$ cat src/rtl/irq_seq_pkg.sv
package irq_seq_pkg;
    typedef enum logic [1:0] {
        ST_RUN  = 2'd0,
        ST_LOW  = 2'd1,
        ST_HIGH = 2'd2
    } seq_state_e;
endpackage

$ cat src/rtl/irq_seq_arbiter.sv
module irq_seq_arbiter
    import irq_seq_pkg::*;
(
    input  logic       hi_req,
    input  logic       lo_req,
    input  logic       hi_en,
    input  logic       lo_en,
    input  logic       ret_req,
    input  seq_state_e state,
    output logic       take_hi,
    output logic       take_lo
);
    // Return outranks any request; high outranks low; low never nests in high.
    always_comb begin
        take_hi = !ret_req && hi_req && hi_en;
        take_lo = !ret_req && lo_req && lo_en && !take_hi && (state != ST_HIGH);
    end
endmodule

$ cat src/rtl/irq_seq_stack.sv
module irq_seq_stack #(
    parameter int DEPTH   = 8,
    parameter int W       = 19,
    parameter int TAG_IDX = 16
) (
    input  logic         clk,
    input  logic         rst_n,
    input  logic         push,
    input  logic         pop,
    input  logic [W-1:0] din,
    output logic [W-1:0] top_q,
    output logic         below_tag,
    output logic         empty,
    output logic         single,
    output logic         overflow,
    output logic         underflow
);
    localparam int CW = $clog2(DEPTH + 1);
    localparam int AW = $clog2(DEPTH);

    logic [W-1:0]  mem [DEPTH];
    logic [CW-1:0] cnt;
    logic          full;
    logic [AW-1:0] top_idx;
    logic [AW-1:0] below_idx;
    logic [W-1:0]  below_q;

    always_comb begin
        full      = (cnt == CW'(DEPTH));
        empty     = (cnt == '0);
        single    = (cnt == CW'(1));
        top_idx   = AW'(cnt - CW'(1));
        below_idx = AW'(cnt - CW'(2));
        top_q     = empty ? '0 : mem[top_idx];
        below_q   = (cnt < CW'(2)) ? '0 : mem[below_idx];
        below_tag = below_q[TAG_IDX];
    end

    always_ff @(posedge clk) begin
        if (push && !full) mem[AW'(cnt)] <= din;
    end

    always_ff @(posedge clk or negedge rst_n) begin
        if (!rst_n) begin
            cnt       <= '0;
            overflow  <= 1'b0;
            underflow <= 1'b0;
        end else if (push) begin
            if (full) overflow <= 1'b1;
            else      cnt      <= cnt + CW'(1);
        end else if (pop) begin
            if (empty) underflow <= 1'b1;
            else       cnt       <= cnt - CW'(1);
        end
    end

    a_r12_ovf_sticky: assert property (@(posedge clk) disable iff (!rst_n)
        overflow |=> overflow);
    a_r13_unf_sticky: assert property (@(posedge clk) disable iff (!rst_n)
        underflow |=> underflow);
    a_r12_cnt_bound: assert property (@(posedge clk) disable iff (!rst_n)
        cnt <= CW'(DEPTH));
    a_r12_full_hold: assert property (@(posedge clk) disable iff (!rst_n)
        (push && full) |=> (cnt == CW'(DEPTH)));
endmodule

$ cat src/rtl/irq_seq_shadow.sv
module irq_seq_shadow #(
    parameter int DW = 8,
    parameter int BW = 4
) (
    input  logic          clk,
    input  logic          rst_n,
    input  logic          capture,
    input  logic [DW-1:0] wreg_in,
    input  logic [DW-1:0] status_in,
    input  logic [BW-1:0] bank_in,
    output logic [DW-1:0] wreg_q,
    output logic [DW-1:0] status_q,
    output logic [BW-1:0] bank_q
);
    always_ff @(posedge clk or negedge rst_n) begin
        if (!rst_n) begin
            wreg_q   <= '0;
            status_q <= '0;
            bank_q   <= '0;
        end else if (capture) begin
            wreg_q   <= wreg_in;
            status_q <= status_in;
            bank_q   <= bank_in;
        end
    end

    a_r8_shadow_hold: assert property (@(posedge clk) disable iff (!rst_n)
        !capture |=> ($stable(wreg_q) && $stable(status_q) && $stable(bank_q)));
endmodule

$ cat src/rtl/prio_irq_sequencer.sv
module prio_irq_sequencer
    import irq_seq_pkg::*;
#(
    parameter int          PC_W    = 16,
    parameter int          DW      = 8,
    parameter int          BW      = 4,
    parameter int          DEPTH   = 8,
    parameter logic [15:0] RST_VEC = 16'h0000,
    parameter logic [15:0] HI_VEC  = 16'h0008,
    parameter logic [15:0] LO_VEC  = 16'h0018
) (
    input  logic            clk,
    input  logic            rst_n,
    input  logic [PC_W-1:0] pc_in,
    input  logic            hi_req,
    input  logic            lo_req,
    input  logic            cfg_wr,
    input  logic            cfg_hi_en,
    input  logic            cfg_lo_en,
    input  logic            ret_req,
    input  logic            ret_fast,
    input  logic [DW-1:0]   wreg_in,
    input  logic [DW-1:0]   status_in,
    input  logic [BW-1:0]   bank_in,
    output logic            pc_load,
    output logic [PC_W-1:0] pc_target,
    output logic            hi_en,
    output logic            lo_en,
    output logic [1:0]      level,
    output logic            restore_valid,
    output logic [DW-1:0]   wreg_out,
    output logic [DW-1:0]   status_out,
    output logic [BW-1:0]   bank_out,
    output logic            stk_overflow,
    output logic            stk_underflow
);
    // Stack entry: {saved hi_en, saved lo_en, high tag, resume address}
    localparam int EW     = PC_W + 3;
    localparam int TAG_B  = PC_W;
    localparam int SLO_B  = PC_W + 1;
    localparam int SHI_B  = PC_W + 2;
    localparam logic [PC_W-1:0] V_RST = PC_W'(RST_VEC);
    localparam logic [PC_W-1:0] V_HI  = PC_W'(HI_VEC);
    localparam logic [PC_W-1:0] V_LO  = PC_W'(LO_VEC);

    seq_state_e    state, state_nxt, ret_state;
    logic          take_hi, take_lo, push;
    logic [EW-1:0] push_entry, top_q;
    logic          below_tag, stk_empty, stk_single;

    irq_seq_arbiter u_arb (
        .hi_req  (hi_req),
        .lo_req  (lo_req),
        .hi_en   (hi_en),
        .lo_en   (lo_en),
        .ret_req (ret_req),
        .state   (state),
        .take_hi (take_hi),
        .take_lo (take_lo)
    );

    assign push       = take_hi || take_lo;
    assign push_entry = {hi_en, lo_en, take_hi, pc_in};

    irq_seq_stack #(.DEPTH(DEPTH), .W(EW), .TAG_IDX(TAG_B)) u_stack (
        .clk       (clk),
        .rst_n     (rst_n),
        .push      (push),
        .pop       (ret_req),
        .din       (push_entry),
        .top_q     (top_q),
        .below_tag (below_tag),
        .empty     (stk_empty),
        .single    (stk_single),
        .overflow  (stk_overflow),
        .underflow (stk_underflow)
    );

    irq_seq_shadow #(.DW(DW), .BW(BW)) u_shadow (
        .clk       (clk),
        .rst_n     (rst_n),
        .capture   (push),
        .wreg_in   (wreg_in),
        .status_in (status_in),
        .bank_in   (bank_in),
        .wreg_q    (wreg_out),
        .status_q  (status_out),
        .bank_q    (bank_out)
    );

    // Level resumed after a return: the handler still stacked beneath.
    always_comb begin
        if (stk_empty || stk_single) ret_state = ST_RUN;
        else                         ret_state = below_tag ? ST_HIGH : ST_LOW;
    end

    always_comb begin
        state_nxt = state;
        unique case (state)
            ST_RUN, ST_LOW: begin
                if (take_hi)      state_nxt = ST_HIGH;
                else if (take_lo) state_nxt = ST_LOW;
                else if (ret_req) state_nxt = ret_state;
            end
            ST_HIGH: begin
                if (take_hi)      state_nxt = ST_HIGH;
                else if (ret_req) state_nxt = ret_state;
            end
        endcase
    end

    always_ff @(posedge clk or negedge rst_n) begin
        if (!rst_n) state <= ST_RUN;
        else        state <= state_nxt;
    end

    assign level = state;

    always_ff @(posedge clk or negedge rst_n) begin
        if (!rst_n) begin
            pc_load       <= 1'b0;
            pc_target     <= V_RST;
            hi_en         <= 1'b0;
            lo_en         <= 1'b0;
            restore_valid <= 1'b0;
        end else begin
            pc_load       <= 1'b0;
            restore_valid <= 1'b0;
            if (take_hi) begin
                pc_load   <= 1'b1;
                pc_target <= V_HI;
                hi_en     <= 1'b0;
                lo_en     <= 1'b0;
            end else if (take_lo) begin
                pc_load   <= 1'b1;
                pc_target <= V_LO;
                lo_en     <= 1'b0;
            end else if (ret_req) begin
                pc_load       <= 1'b1;
                restore_valid <= ret_fast;
                if (stk_empty) begin
                    pc_target <= V_RST;
                end else begin
                    pc_target <= top_q[PC_W-1:0];
                    hi_en     <= top_q[SHI_B];
                    lo_en     <= top_q[SLO_B];
                end
            end else if (cfg_wr) begin
                hi_en <= cfg_hi_en;
                lo_en <= cfg_lo_en;
            end
        end
    end

    a_r2_hi_entry: assert property (@(posedge clk) disable iff (!rst_n)
        take_hi |=> (pc_load && pc_target == V_HI && !hi_en && !lo_en && level == 2'd2));
    a_r3_lo_entry: assert property (@(posedge clk) disable iff (!rst_n)
        take_lo |=> (pc_load && pc_target == V_LO && !lo_en && hi_en == $past(hi_en)));
    a_r4_one_take: assert property (@(posedge clk) disable iff (!rst_n)
        $onehot0({take_hi, take_lo}));
    a_r5_no_low_in_high: assert property (@(posedge clk) disable iff (!rst_n)
        (state == ST_HIGH) |-> !take_lo);
    a_r9_no_idle_load: assert property (@(posedge clk) disable iff (!rst_n)
        !(hi_req || lo_req || ret_req) |=> !pc_load);
    a_r10_ret_wins: assert property (@(posedge clk) disable iff (!rst_n)
        ret_req |-> !(take_hi || take_lo));
    a_r13_empty_ret: assert property (@(posedge clk) disable iff (!rst_n)
        (ret_req && stk_empty) |=> (stk_underflow && pc_target == V_RST && level == 2'd0));
endmodule

$ cat config.mk
export PLATFORM = sky130hd
export DESIGN_NAME = prio_irq_sequencer
export DESIGN_NICKNAME = d
export VERILOG_FILES = /design/src/rtl/irq_seq_pkg.sv /design/src/rtl/irq_seq_arbiter.sv /design/src/rtl/irq_seq_stack.sv /design/src/rtl/irq_seq_shadow.sv /design/src/rtl/prio_irq_sequencer.sv
export SDC_FILE = /design/constraint.sdc
export NUM_CORES = 1
export LEC_CHECK = 0
export BUFFER_PORTS_ARGS = -buffer_cell sky130_fd_sc_hd__buf_2
export CAP_MARGIN = 30
export CORE_MARGIN = 2
export CORE_UTILIZATION = 52
export DETAILED_ROUTE_END_ITERATION = 8
export PLACE_DENSITY = 0.75
export SYNTH_ARGS = -nofsm -noshare
export SYNTH_HDL_FRONTEND = slang
export SYNTH_SLANG_ARGS = --single-unit
$ cat constraint.sdc
create_clock -name clk -period 2.87 [get_ports clk]
set_input_delay 0.287 -clock clk [delete_from_list [all_inputs] [get_ports clk]]
set_output_delay 0.287 -clock clk [all_outputs]
set_load 0.01 [all_outputs]
==> metrics.yaml <==
yosysWarningCount: 0
clk_path_buf_depth: 2
syn_avg_cell_area_sq_um: 18.9
path_buf_inv: 2
clock_sinks: 200
synth_compound_gate_area_share: 0.0330
synthCells: 414
rsz0062_at_grt: "false"
cp.required_ns: 2.98
numCtsBuffers: 17
synthAdderAreaFrac: 0.0112
dieArea_sq_um: 16100
final.fill_count: 1019
cts_resized: 0
track_usage: 0.204
finalMaxSlewViolations: 0
yosys.area.top_type: "edfxtp_1"
grt_max_degree: 50
die_w_microns: 127
synth-xor-area-share: 0.00223
layout-drive-gt1-share: 0.370
synth_area_sq_um: 7840
cts_tree: "done"
vias: 4296
synth_mux_area_frac: 0.142
synth_top_area_frac: 0.582
crit_fanout: 14
place_congestion: 0.892
drc: 0
final_cell_count_no_fill: 722
cts_setup_buffers: 0
final_cell_mix: "edfxtp_1 (152), buf_2 (88), dfrtp_1 (47)"
placeableCoreArea_sq_um: 14600
synth.ff_latch_count: 200
synthSimpleGateAreaFrac: 0.0564
synthArstFlopShare: 0.240
final_common_cell: "edfxtp_1"
grt_pass1_wl_microns: 23900
synth_cell_types: 46
tightest_slew_ns: 0.851
tns_ns: 0
critical_path.most_common_cell: "and2_1"
fmax_mhz: 393
dp.final_hpwl_microns: 9960
rows: 44
cts-root-buf: "clkbuf_16"
fin_util: 0.626
fin_area_sq_um: 9160
diodes: 0
ys_top_cells_by_area: "edfxtp_1 (58%), dfrtp_1 (15%), mux4_2 (9.5%), mux2_2 (2.7%), mux4_1 (1.7%)"
syn_nets: 466
placed_cells: 689
worstHoldPathType: "input pin to register"
finalHoldViolCount: 0
crit_path_cell_trace: "inv_1 -> ha_1 -> nor2b_1 -> and2_1 -> nor4_1 -> and2_1 -> buf_4"
power_density_nw_per_um2: 1010
initial_core_util: 0.535
maxCapViolations: 0
worst_ep_arrival_time_ns: 2.66
routed_wirelength_microns: 15600
synth_edf_count: 152
drt_iter0_drc: 383
ant_nets: 0
die_h_microns: 127
multiInputGateArea_sq_um: 1920
post-route-min-period_ns: 2.54
crit_path_end_kind: "register"
clkTransAtPathRegs_ns: 0.07
worst_hold_slack_ns: 0.0740
status: "finished, final reports clean"
leakage_nw: 3.42
dpl_cell_area_sq_um: 8570
portBuffers: 88
cp_top_family: "simple AND/OR/NAND/NOR gates"
final_nets: 577
grt_remaining_overflow: 0
vias_per_cell: 5.95
clock_latency_ns: 0.43
setup_viol: 0
dp_slack_ns: 0.371
synth_top_family_by_area: "multiplexers"
fin_crit_sh: 0.887
synthToLayoutAreaGrowth_pct: 16.9
ys.flop_type: "edfxtp_1"
clock_skew_ns: 0.00730
h-tree-depth: 4
yosysSeqAreaShare: 0.736
ir_worst_vdd_uv: 499
grt_pass1_vias: 4225
wire_per_inst_microns: 21.6
pin_count: 89
worstSetupStartpointType: "register"
crit_path_top_delay_cell: "dfrtp_1"
slew_headroom: 0.429
fin_ws_ns: 0.325
antenna_found_initial: 0
max_stage_delay_ns: 0.49
first_pass_iters: 5
seqCellArea_sq_um: 5770
total_power_mw: 9.23
path_class: "register to register"
## layer usage
layer,global-route usage,vias to the layer above,wire length (microns)
met5,0,-,0
met2,0.328,200,7800
met4,0.0743,0,270
met3,0.0489,25,1080
met1,0.278,2187,6440
li1,-,1884,-
## layout make-up
class | instances | share of cell area
Multi-Input combinational cell | 186 | 0.209
Clock inverter | 14 | 0.0163
Clock buffer | 18 | 0.0469
Sequential cell | 200 | 0.630
Timing Repair Buffer | 113 | 0.0702
Inverter | 7 | 0.00287
Tap cell | 184 | 0.0251
## synthesized netlist by cell type, types with 2 or more instances
master	number
nor2_1	6
dfrtp_1	48
a221o_1	7
and4_1	5
inv_1	7
nor2b_1	2
o21ai_0	8
nand3_1	21
a31oi_1	2
mux4_1	5
a211oi_1	2
a211o_1	2
nand2_1	20
buf_4	4
nor3_1	4
o21a_1	2
and3_1	8
xnor2_1	2
mux4_2	33
a21oi_1	3
ha_1	7
and2_1	6
nor3b_1	2
edfxtp_1	152
mux2_2	19
clkbuf_1	4
o21ai_1	4
buf_2	10
nand2b_1	2
## report_power, final
group	leakage, nW	switching, mW	internal (mW)	total (mW)
sequential	1.95	0.276	3.62	3.90
clock	0.262	1.01	1.29	2.29
combinational	1.21	1.58	1.46	3.04
## logic make-up after synthesis
| group | count (synthesis) |
|---|---|
| DFF | 200 |
| and+or+nand+nor | 82 |
| muxes | 59 |
| AOI/OAI and AO/OA | 36 |
| buffers and inverters | 28 |
| adders and majority gates | 7 |
| xor gates and xnor gates | 2 |
## repair_timing
| action | in CTS | in global routing |
|---|---|---|
| hold endpoints to repair | 14 | 0 |
| setup endpoints to repair | 0 | 0 |
| hold buffers | 1 | 0 |
## sequential cells by signal, indices dropped and copies added (netlist names)
signal,flops
pc_target,16
u_shadow.bank_q,4
hi_en,1
u_stack.mem,152
lo_en,1
level,2
u_stack.cnt,4
u_shadow.status_q,8
u_stack.overflow,1
u_stack.underflow,1
u_shadow.wreg_q,8
pc_load,1
restore_valid,1
## worst paths after layout
kind                                   start  depth (start not counted)                  to  slack, ns
max                           u_stack.cnt[1]                          7  u_stack.mem[6][18]       0.33
min                                 ret_fast                          2       restore_valid       0.07
max reg2reg                   u_stack.cnt[1]                          7  u_stack.mem[6][18]       0.33
min reg2reg                u_stack.underflow                          1   u_stack.underflow       0.46
max in group asynchronous              rst_n                          3      u_stack.cnt[0]       1.74
min in group asynchronous              rst_n                          2  u_shadow.bank_q[1]       0.31
Power figures use the tool's default switching activity.
